[src/rtl/permuter_pkg.sv]
package permuter_pkg;
  localparam int INSTR_W = 32;
  localparam int IDX_W   = 5;
  localparam int SUB_W   = 5;
  localparam int FN_W    = 6;
  localparam int OPC_W   = 6;

  localparam logic [OPC_W-1:0] OPC_MAJOR = 6'b011100;
  localparam logic [FN_W-1:0]  FN_CLS0   = 6'b001000;
  localparam logic [FN_W-1:0]  FN_CLS1   = 6'b101000;
  localparam logic [FN_W-1:0]  FN_CLS2   = 6'b001001;

  localparam logic [SUB_W-1:0] SUB_PACK  = 5'b10011;
  localparam logic [SUB_W-1:0] SUB_ILB   = 5'b11010;
  localparam logic [SUB_W-1:0] SUB_ILH   = 5'b10110;
  localparam logic [SUB_W-1:0] SUB_WORD  = 5'b10010;
  localparam logic [SUB_W-1:0] SUB_ROT   = 5'b11111;

  localparam int SEL_PACK = 0;
  localparam int SEL_ILB  = 1;
  localparam int SEL_ILH  = 2;
  localparam int SEL_ILW  = 3;
  localparam int SEL_IUW  = 4;
  localparam int SEL_ROT  = 5;
  localparam int SEL_N    = 6;

  typedef enum logic [2:0] {
    OP_NONE, OP_PACK, OP_ILB, OP_ILH, OP_ILW, OP_IUW, OP_ROT
  } permOp_e;

  typedef struct packed {
    logic [SEL_N-1:0] laneSel;
    logic             zeroRs;
    logic             zeroRt;
    logic             doWrite;
    logic             unhandled;
    logic [IDX_W-1:0] dest;
  } permStrobes_t;
endpackage

[src/rtl/permuter_ctrl.sv]
module permuter_ctrl
  import permuter_pkg::*;
(
  input  logic               instrValid,
  input  logic [INSTR_W-1:0] instr,
  output permStrobes_t       strobes
);
  logic [OPC_W-1:0] opcode;
  logic [IDX_W-1:0] fieldRs;
  logic [IDX_W-1:0] fieldRt;
  logic [IDX_W-1:0] fieldRd;
  logic [SUB_W-1:0] subOp;
  logic [FN_W-1:0]  classSel;
  permOp_e          op;
  logic             known;

  assign opcode   = instr[31:26];
  assign fieldRs  = instr[25:21];
  assign fieldRt  = instr[20:16];
  assign fieldRd  = instr[15:11];
  assign subOp    = instr[10:6];
  assign classSel = instr[5:0];

  always_comb begin
    op = OP_NONE;
    if (opcode == OPC_MAJOR) begin
      unique case (classSel)
        FN_CLS0: begin
          if (subOp == SUB_PACK)      op = OP_PACK;
          else if (subOp == SUB_ILB)  op = OP_ILB;
          else if (subOp == SUB_ILH)  op = OP_ILH;
          else if (subOp == SUB_WORD) op = OP_ILW;
        end
        FN_CLS1: begin
          if (subOp == SUB_WORD) op = OP_IUW;
        end
        FN_CLS2: begin
          if (subOp == SUB_ROT && fieldRs == '0) op = OP_ROT;
        end
        default: op = OP_NONE;
      endcase
    end
  end

  assign known = (op != OP_NONE);

  always_comb begin
    strobes = '0;
    if (instrValid) begin
      case (op)
        OP_PACK: strobes.laneSel[SEL_PACK] = 1'b1;
        OP_ILB:  strobes.laneSel[SEL_ILB]  = 1'b1;
        OP_ILH:  strobes.laneSel[SEL_ILH]  = 1'b1;
        OP_ILW:  strobes.laneSel[SEL_ILW]  = 1'b1;
        OP_IUW:  strobes.laneSel[SEL_IUW]  = 1'b1;
        OP_ROT:  strobes.laneSel[SEL_ROT]  = 1'b1;
        default: strobes.laneSel = '0;
      endcase
      strobes.doWrite   = known && (fieldRd != '0);
      strobes.unhandled = !known;
      strobes.dest      = (known && fieldRd != '0) ? fieldRd : '0;
    end
    strobes.zeroRs = (fieldRs == '0);
    strobes.zeroRt = (fieldRt == '0);
  end
endmodule

[src/rtl/permuter_interleave.sv]
module permuter_interleave #(
  parameter int HALF_W = 64,
  parameter int ELEM_W = 8
) (
  input  logic [HALF_W-1:0]   hiSrc,
  input  logic [HALF_W-1:0]   loSrc,
  output logic [2*HALF_W-1:0] merged
);
  localparam int PAIRS = HALF_W / ELEM_W;

  for (genvar i = 0; i < PAIRS; i++) begin : g_pair
    assign merged[(2*i)*ELEM_W   +: ELEM_W] = loSrc[i*ELEM_W +: ELEM_W];
    assign merged[(2*i+1)*ELEM_W +: ELEM_W] = hiSrc[i*ELEM_W +: ELEM_W];
  end
endmodule

[src/rtl/permuter_datapath.sv]
module permuter_datapath
  import permuter_pkg::*;
#(
  parameter int DATA_W = 128,
  parameter int WORD_W = 32
) (
  input  logic              clk,
  input  logic              rstN,
  input  permStrobes_t      strobes,
  input  logic [DATA_W-1:0] rsData,
  input  logic [DATA_W-1:0] rtData,
  output logic [DATA_W-1:0] resultOut,
  output logic [IDX_W-1:0]  destIdx,
  output logic              wrEn,
  output logic              notHandled
);
  localparam int HALF_W = DATA_W / 2;
  localparam int NWORDS = DATA_W / WORD_W;

  logic [DATA_W-1:0] srcA;
  logic [DATA_W-1:0] srcB;
  logic [WORD_W-1:0] wA [NWORDS];
  logic [WORD_W-1:0] wB [NWORDS];
  logic [DATA_W-1:0] cand [SEL_N];
  logic [DATA_W-1:0] nextRes;

  assign srcA = strobes.zeroRs ? '0 : rsData;
  assign srcB = strobes.zeroRt ? '0 : rtData;

  for (genvar w = 0; w < NWORDS; w++) begin : g_word
    assign wA[w] = srcA[w*WORD_W +: WORD_W];
    assign wB[w] = srcB[w*WORD_W +: WORD_W];
  end

  assign cand[SEL_PACK] = {wA[2], wA[0], wB[2], wB[0]};
  assign cand[SEL_ROT]  = {wB[3], wB[0], wB[2], wB[1]};

  permuter_interleave #(.HALF_W(HALF_W), .ELEM_W(8)) u_ilByte (
    .hiSrc(srcA[HALF_W-1:0]), .loSrc(srcB[HALF_W-1:0]), .merged(cand[SEL_ILB]));

  permuter_interleave #(.HALF_W(HALF_W), .ELEM_W(16)) u_ilHalf (
    .hiSrc(srcA[HALF_W-1:0]), .loSrc(srcB[HALF_W-1:0]), .merged(cand[SEL_ILH]));

  permuter_interleave #(.HALF_W(HALF_W), .ELEM_W(WORD_W)) u_ilWordLo (
    .hiSrc(srcA[HALF_W-1:0]), .loSrc(srcB[HALF_W-1:0]), .merged(cand[SEL_ILW]));

  permuter_interleave #(.HALF_W(HALF_W), .ELEM_W(WORD_W)) u_ilWordHi (
    .hiSrc(srcA[DATA_W-1:HALF_W]), .loSrc(srcB[DATA_W-1:HALF_W]), .merged(cand[SEL_IUW]));

  always_comb begin
    nextRes = '0;
    for (int k = 0; k < SEL_N; k++) begin
      if (strobes.laneSel[k]) nextRes = nextRes | cand[k];
    end
  end

  always_ff @(posedge clk or negedge rstN) begin
    if (!rstN) begin
      resultOut  <= '0;
      destIdx    <= '0;
      wrEn       <= 1'b0;
      notHandled <= 1'b0;
    end else begin
      resultOut  <= nextRes;
      destIdx    <= strobes.dest;
      wrEn       <= strobes.doWrite;
      notHandled <= strobes.unhandled;
    end
  end
endmodule

[src/rtl/word_permuter.sv]
module word_permuter
  import permuter_pkg::*;
#(
  parameter int DATA_W = 128,
  parameter int WORD_W = 32
) (
  input  logic               clk,
  input  logic               rstN,
  input  logic               instrValid,
  input  logic [INSTR_W-1:0] instr,
  input  logic [DATA_W-1:0]  rsData,
  input  logic [DATA_W-1:0]  rtData,
  output logic [DATA_W-1:0]  resultOut,
  output logic [IDX_W-1:0]   destIdx,
  output logic               wrEn,
  output logic               notHandled
);
  permStrobes_t strobes;

  permuter_ctrl u_ctrl (
    .instrValid(instrValid),
    .instr     (instr),
    .strobes   (strobes)
  );

  permuter_datapath #(.DATA_W(DATA_W), .WORD_W(WORD_W)) u_dp (
    .clk       (clk),
    .rstN      (rstN),
    .strobes   (strobes),
    .rsData    (rsData),
    .rtData    (rtData),
    .resultOut (resultOut),
    .destIdx   (destIdx),
    .wrEn      (wrEn),
    .notHandled(notHandled)
  );
endmodule

[config.mk]
export PLATFORM = sky130hd
export DESIGN_NAME = word_permuter
export DESIGN_NICKNAME = d
export VERILOG_FILES = /design/src/rtl/permuter_pkg.sv /design/src/rtl/permuter_ctrl.sv /design/src/rtl/permuter_interleave.sv /design/src/rtl/permuter_datapath.sv /design/src/rtl/word_permuter.sv
export SDC_FILE = /design/constraint.sdc
export NUM_CORES = 1
export LEC_CHECK = 0
export ABC_AREA = 0
export BUFFER_PORTS_ARGS = -buffer_cell sky130_fd_sc_hd__buf_2
export CORE_AREA = 2 2 190 192
export CTS_CLUSTER_DIAMETER = 80
export DETAILED_ROUTE_END_ITERATION = 16
export DIE_AREA = 0 0 192 194
export PLACE_DENSITY = 0.68
export SLEW_MARGIN = 20
export SYNTH_ARGS = -nofsm -noshare
export SYNTH_HDL_FRONTEND = slang
export SYNTH_HIERARCHICAL = 1
export SYNTH_SLANG_ARGS = --single-unit
[constraint.sdc]
create_clock -name clk -period 0.8 [get_ports clk]
set_clock_uncertainty 0.05 [all_clocks]
set_input_delay 0.16 -clock clk [delete_from_list [all_inputs] [get_ports clk]]
set_output_delay 0.16 -clock clk [all_outputs]
set_load 0.02 [all_outputs]
== After elaboration in Yosys (flattened, before gate mapping) ==
Index checks and enable logic that the tools add are counted.
Storage, ports and cells
  bits in registers: 135
  input port bits: 291
  output and inout bits: 135
  logic and storage cells: 56
Operators by class
  eq/ne operators: 15
  muxes and demuxes: 25
  bitwise gates (word level): 5
  reduce and logical (&&, ||, !) cells: 7
Operators with widths (count)
  2-to-1 mux 128 bit: 8
  OR 128 bit: 5
  equality test 5 bit (second input constant): 5
  2-to-1 mux 3 bit: 7
  equality test 6 x 4 -> 1 bit (second input constant): 2
  zero test 5 bit: 2
  equality test 3 bit (second input constant): 3
  case mux 3 bit (3 select lines): 1
  2-to-1 mux 7 bit: 1
  equality test 3 x 2 -> 1 bit (second input constant): 2
  equality test 6 x 5 -> 1 bit (second input constant): 1
  equality test 6 bit (second input constant): 1
  2-to-1 mux 1 bit: 6
  2-to-1 mux 6 bit: 1
  2-to-1 mux 5 bit: 1
  nonzero test 5 bit: 1
  equality test 3 x 1 -> 1 bit (second input constant): 1
  nonzero test 3 bit: 1
  logical AND 1 bit: 2
  zero test 1 bit: 1

== Longest topological paths before layout ==
Gate-level depths: netlist of run 1.
  depth in word-level cells: 21
  gate-level depth with buffers: 10
  gate-level depth less buffers: 7

== Modules after synthesis ==
The synthesis of run 1 kept the hierarchy.
Modules (own cells, without submodules)
  permuter_datapath: instances 1, cells each 1134, area an instance 10067.2 um^2, sequential area each 3378.2 um^2
  permuter_interleave: instances 4, cells each 128, area an instance 960.9 um^2, sequential area each 0.0 um^2
  permuter_ctrl: instances 1, cells each 44, area an instance 306.5 um^2, sequential area each 0.0 um^2

== Worst setup path after synthesis of run 1 ==
Ideal clock, no wire load.
  path kind: in2reg
  from: input instr[21]
  to: register u_dp.resultOut[119]
  setup time: 0.070 ns
  arrival: 2.432 ns
  data required time: 0.680 ns
  path slack: -1.752 ns
  stages: 9
  path buffers: 2
  cells stage by stage: or4_4 > or4_4 > o21a_4 > or3b_1 > nor2_1 > buf_2 > buf_2 > a22oi_1 > nand4_1
RTL lines
  start: declaration: line word_permuter.sv:10  | input logic [INSTR_W-1:0] instr,
  end signal: assignment: line permuter_datapath.sv:64  | resultOut <= nextRes;
  end: declaration: line permuter_datapath.sv:12  | output logic [DATA_W-1:0] resultOut,

==> results of run 1 <==
==> sequential cells by signal (all words and copies together), names as in the netlist <==
signal and flops:
u_dp/wrEn 1, u_dp/notHandled 1, u_dp/destIdx 5, u_dp/resultOut 128
==> where the power goes <==
part           switching [mW]  internal [mW]  leakage [nW]
clock network            3.33           5.13         0.291
logic                    1.75           1.57          5.88
registers             0.00144           6.83          1.88
==> cells in the mapped netlist, drive strengths merged, types with 5 or more instances <==
cell type | count | share of area (%)
a22oi | 256 | 14
inv | 32 | 0.84
nand4 | 97 | 4.3
buf | 627 | 32
and2 | 5 | 0.22
nor2 | 40 | 1.1
o311ai | 32 | 2.1
dfrtp | 135 | 24
clkbuf | 19 | 0.52
nor2b | 219 | 9.6
or4 | 6 | 0.40
and2b | 5 | 0.26
nand3b | 193 | 10
==> worst max-delay path, stage by stage <==
cell,delay (ps)
buf_6,90
or4_4,530
or4_4,510
o21a_4,220
buf_6,110
or3b_4,430
nor2_4,230
buf_12,210
a22oi_1,130
o311ai_2,130
buf_4,170
==> layer usage <==
metal  GRT usage (%)  routed length (um)
met1           44.03               25820
met3           7.946                6654
met2           47.88               27070
met4           13.32                2847
met5               0                  23
==> area by class of cell <==
class / instances / area (um^2)
fillers: 3289 / 17440
repair buffers: 772 / 6646
multi-input cells: 878 / 6404
flip-flops and latches: 135 / 3378
well taps: 461 / 576.8
clock buffers: 20 / 466.7
clock inverters: 11 / 147.6
inverters: 32 / 120.1
diodes: 18 / 45.04
==> per-stage QoR <==
stage	total power, mW	setup WS [ps]	utilization (%)	hold slack (ps)
2_1_floorplan	9.795	-1736	-	-185.6
3_5_place_dp	9.963	-2403	42.06	4.196
4_1_cts	18.59	-1771	49.63	-30.60
5_1_grt	19.15	-1796	50.47	-10.42
3_3_place_gp	9.943	-2360	42.06	3.901
6_report	18.62	-1797	50.49	-21.67
==> logic make-up after synthesis <==
logic type	after synthesis	share of synthesized area [%]
simple gates	579	26.68
xor+xnor	2	0.1232
compound gates	296	16.17
buf+inv	678	33.27
flops	135	23.76
==> final timing paths <==
path | start | end | slack, ps | depth (start not counted)
max | instr[25] | u_dp/resultOut[51] | -1800 | 11
min | rtData[95] | u_dp/resultOut[63] | -20 | 3
max in group asynchronous | rstN | u_dp/resultOut[54] | 110 | 3
min in group asynchronous | rstN | u_dp/resultOut[120] | 100 | 2
==> repair_timing <==
action | CTS | global route
cloned | 14 | 5
setup buffers | 21 | 2
gates resized for setup | 330 | 25
hold endpoints to repair | 178 | 3
pin swaps | 32 | 12
endpoints found under the setup margin | 270 | 270
==> impl_metrics.tcl, run 1 <==
set metrics [dict create \
    cts_sinks 135 \
    hold_viol_final 1 \
    final_nets 2127 \
    max-slew-margin-rel_pct 65.40 \
    initial_utilization_pct 40.36 \
    grt_max_degree 39 \
    finalSetupTns_ps -275720 \
    crit_required_ps 1130 \
    end_kind "flip-flop" \
    violations "negative hold slack, negative setup slack" \
    area_growth_pct 25.09 \
    finalSetupViolations 270 \
    finalMaxSlewViolations 0 \
    cap_violations 0 \
    netlist_instances 1690 \
    ys_warn_count 6 \
    crit_type "primary input to flip-flop" \
    cts-root-buf "clkbuf_16" \
    synth.distinct_cells 40 \
    drive_above_1_share_pct 44.48 \
    drc 0 \
    antenna_found_initial 20 \
    numCtsBuffers 17 \
    yosys_register_bits 135 \
    rsz0062_at_grt "true" \
    cp_data_arrival_time_ps 2930 \
    leakagePower_nw 8.060 \
    drt_iter0_drc 1692 \
    ys_seq_area_share_pct 23.76 \
    avgRoutedWirePerCell_um 26.82 \
    fin_ws_ps -1797 \
    final_antenna_net_count 0 \
    dp_hpwl_mm 46.32 \
    max_freq_mhz 385.1 \
    finalHoldWorstSlack_ps -21.67 \
    ys.flop_type "dfrtp_1" \
    core_um2 35220 \
    mostFrequentLayoutCells "buf_2 (288), a22oi_1 (232), buf_4 (230)" \
    gr-usage-all-layers_pct 32.09 \
    routed_wirelength_mm 62.42 \
    ios 426 \
    min_period_over_period_pct 324.6 \
    synth_edf_count 0 \
    grt_pass1_wl_mm 87.31 \
    cts_hold_buf 40 \
    clkTransAtPathRegs_ps 60 \
    grt_pass1_vias 12930 \
    syn_area_per_cell_um2 8.413 \
    period_minus_slack_ps 2597 \
    peakVddDrop_mv 1.424 \
    place_inst 2197 \
    num_rows 69 \
    cts_buffer_depth 2 \
    htreeDepth 4 \
    port_buffers 425 \
    worst_pin_slew_ps 518.4 \
    postLayoutCellArea_um2 17780 \
    hp-class "primary input to flip-flop" \
    die_x_um 192 \
    status "complete, but fails checks" \
    path_max_fanout 13 \
    num_vias 13350 \
    first_pass_iters 5 \
    placed_cell_area_um2 14810 \
    die_y_um 194 \
    globalRoute.totalOverflow 0 \
    powerDensity_nw_per_um2 1047 \
    synth_nets 1981 \
    start_kind "primary input" \
    mappedNetlistArea_um2 14220 \
    viasPerCell 5.735 \
    cts_tree "built" \
    final_common_cell "buf_2" \
    fp.dieArea_um2 37250 \
    fin_cells 2327 \
    gp_congestion 0.9972 \
    async_reset_ff_share_pct 100.0 \
]
Note: power is estimated with default switching activity, not from simulation.
==> run 2, diff against run 1 <==
--- a/config.mk
+++ b/config.mk
@@ -7,10 +7,10 @@
 export LEC_CHECK = 0
 export ABC_AREA = 0
 export BUFFER_PORTS_ARGS = -buffer_cell sky130_fd_sc_hd__buf_2
-export CORE_AREA = 2 2 190 192
+export CORE_AREA = 5 5 193 195
 export CTS_CLUSTER_DIAMETER = 80
 export DETAILED_ROUTE_END_ITERATION = 16
-export DIE_AREA = 0 0 192 194
+export DIE_AREA = 0 0 198 200
 export PLACE_DENSITY = 0.68
 export SLEW_MARGIN = 20
 export SYNTH_ARGS = -nofsm -noshare
==> constraint.sdc (replaced) <==
create_clock -name clk -period 0.8 [get_ports clk]
set_clock_uncertainty 0.05 [all_clocks]
set_input_delay 0.12 -clock clk [delete_from_list [all_inputs] [get_ports clk]]
set_output_delay 0.12 -clock clk [all_outputs]
set_load 0.02 [all_outputs]
==> impl_metrics.tcl, run 2 (synthesis results as in run 1) <==
set metrics [dict create \
    place_inst 2204 \
    wl_met3_mm 8.354 \
    fin_cells 2380 \
    p_total_mw 19.00 \
    final_common_cell "buf_2" \
    grt_pass1_vias 13490 \
    largest_register_ffs 128 \
    wl_met2_mm 28.65 \
    first_pass_iters 8 \
    dp_hpwl_mm 48.09 \
    power.switching_mw 5.347 \
    grt_max_degree 41 \
    max-slew-margin-rel_pct 63.57 \
    initial_utilization_pct 40.36 \
    switching_share_pct 28.14 \
    top_register "u_dp/resultOut" \
    port_buffers 425 \
    hold_viol_final 1 \
    p_int_mw 13.65 \
    fin_ws_ps -1731 \
    path_max_fanout 5 \
    ios 426 \
    crit_required_ps 1090 \
    final_antenna_net_count 0 \
    fp.dieArea_um2 39600 \
    final_core_util_pct 54.16 \
    globalRoute.totalOverflow 0 \
    cap_violations 0 \
    gr-usage-all-layers_pct 30.50 \
    comb_power_share_pct 18.6 \
    numCtsBuffers 17 \
    min_period_over_period_pct 316.3 \
    final_nets 2182 \
    die_y_um 200 \
    top_layer "met5" \
    peakVddDrop_mv 1.360 \
    start_kind "primary input" \
    powerDensity_nw_per_um2 996.0 \
    clkTransAtPathRegs_ps 60 \
    postLayoutCellArea_um2 19080 \
    leakagePower_nw 8.525 \
    drt_iter0_drc 1760 \
    finalMaxSlewViolations 0 \
    drive_above_1_share_pct 48.79 \
    drc 0 \
    hold_start "rtData[91]" \
    hp-class "primary input to flip-flop" \
    cts_hold_buf 61 \
    mostFrequentLayoutCells "buf_2 (289), buf_4 (219), nor2b_1 (219)" \
    placed_cell_area_um2 14900 \
    finalSetupViolations 270 \
    reg_top3 "u_dp/resultOut (128), u_dp/destIdx (5)" \
    cts_sinks 135 \
    avgRoutedWirePerCell_um 28.02 \
    clockPowerShare_pct 45.4 \
    die_x_um 198 \
    finalSetupTns_ps -265610 \
    crit_type "primary input to flip-flop" \
    status "complete, but fails checks" \
    rsz0062_at_grt "true" \
    met1_length_mm 26.21 \
    whs_path_depth 3 \
    hold_path_end "u_dp/resultOut[59]" \
    grt_pass1_wl_mm 90.08 \
    post-place-ws_ps -2280 \
    viasPerCell 5.854 \
    gp_congestion 0.9912 \
    num_rows 69 \
    finalHoldWorstSlack_ps -1.637 \
    cts_tree "built" \
    worst_pin_slew_ps 545.4 \
    end_kind "flip-flop" \
    num_vias 13930 \
    cp_data_arrival_time_ps 2820 \
    htreeDepth 4 \
    period_minus_slack_ps 2531 \
    cts_buffer_depth 2 \
    seqPwrFrac_pct 35.9 \
    violations "negative hold slack, negative setup slack" \
    max_freq_mhz 395.2 \
    routed_wirelength_mm 66.68 \
    cts-root-buf "clkbuf_16" \
    antenna_found_initial 17 \
    core_um2 35220 \
    area_growth_pct 34.19 \
]
## run 2: changes by cell type in the layout (fill, tap and decap cells not counted), moves of 3 or more
cell           before  now
a22oi_2            24   83
buf_6             152  168
bufbuf_16           0    4
buf_12             39   53
buf_16             16    7
o311ai_4            0    3
clkbuf_16          21   32
o311ai_1           18   10
a22oi_1           232  173
o311ai_2           14   19
diode_2            18   15
dlygate4sd3_1      40   61
buf_4             230  219
buf_8               3   12
## run 2: power groups by stage
stage	sequential [mW]	combinational [mW]	clock, mW
6_report	6.83	3.54	8.64
5_1_grt	6.83	3.71	8.90
4_1_cts	6.83	3.32	8.64
3_5_place_dp	6.96	3.03	0
3_3_place_gp	6.96	3.02	0
2_1_floorplan	6.96	2.83	0
## run 2: layout make-up
class,count,area [um^2]
Antenna cell,15,37.54
Clock buffer,21,470.5
Clock inverter,11,146.4
Fill cell,3116,16150
Inverter,32,120.1
Multi-Input combinational cell,877,6814
Sequential cell,135,3381
Tap cell,461,576.8
Timing Repair Buffer,828,7532
## run 2: per-layer routing
layer | track usage (%) | up-vias
met5 | 0 | -
met4 | 12.50 | 8
met3 | 7.989 | 232
met2 | 45.17 | 1169
met1 | 42.41 | 6631
li1 | - | 5893
## run 2: worst max path at each step
stage	slack, ps	end	cells past startpoint	start
after detailed placement	-2280	u_dp/resultOut[53]	9	instr[21]
after CTS	-1690	u_dp/resultOut[36]	12	instr[25]
after floorplan	-1700	u_dp/resultOut[100]	9	instr[21]
after global routing	-1760	u_dp/resultOut[80]	12	instr[25]
final	-1730	u_dp/resultOut[20]	12	instr[25]
after global placement	-2210	u_dp/resultOut[46]	9	instr[21]
## run 2: critical path, cell delays in order
cell and delay [ps]:
buf_6 90, or4_4 540, or4_4 530, a211o_4 370, o21bai_1 160, buf_4 160, nor2_4 200, buf_6 140
buf_12 130, buf_4 120, a22oi_1 70, nand4_1 190
## run 2: repair_timing
item / 4_1_cts / 5_1_grt
cloned: 9 / 16
endpoints found under the hold margin: 194 / 2
setup buffers: 31 / 20
pin swaps: 22 / 67
gates resized for setup: 111 / 422
endpoints found under the setup margin: 270 / 270
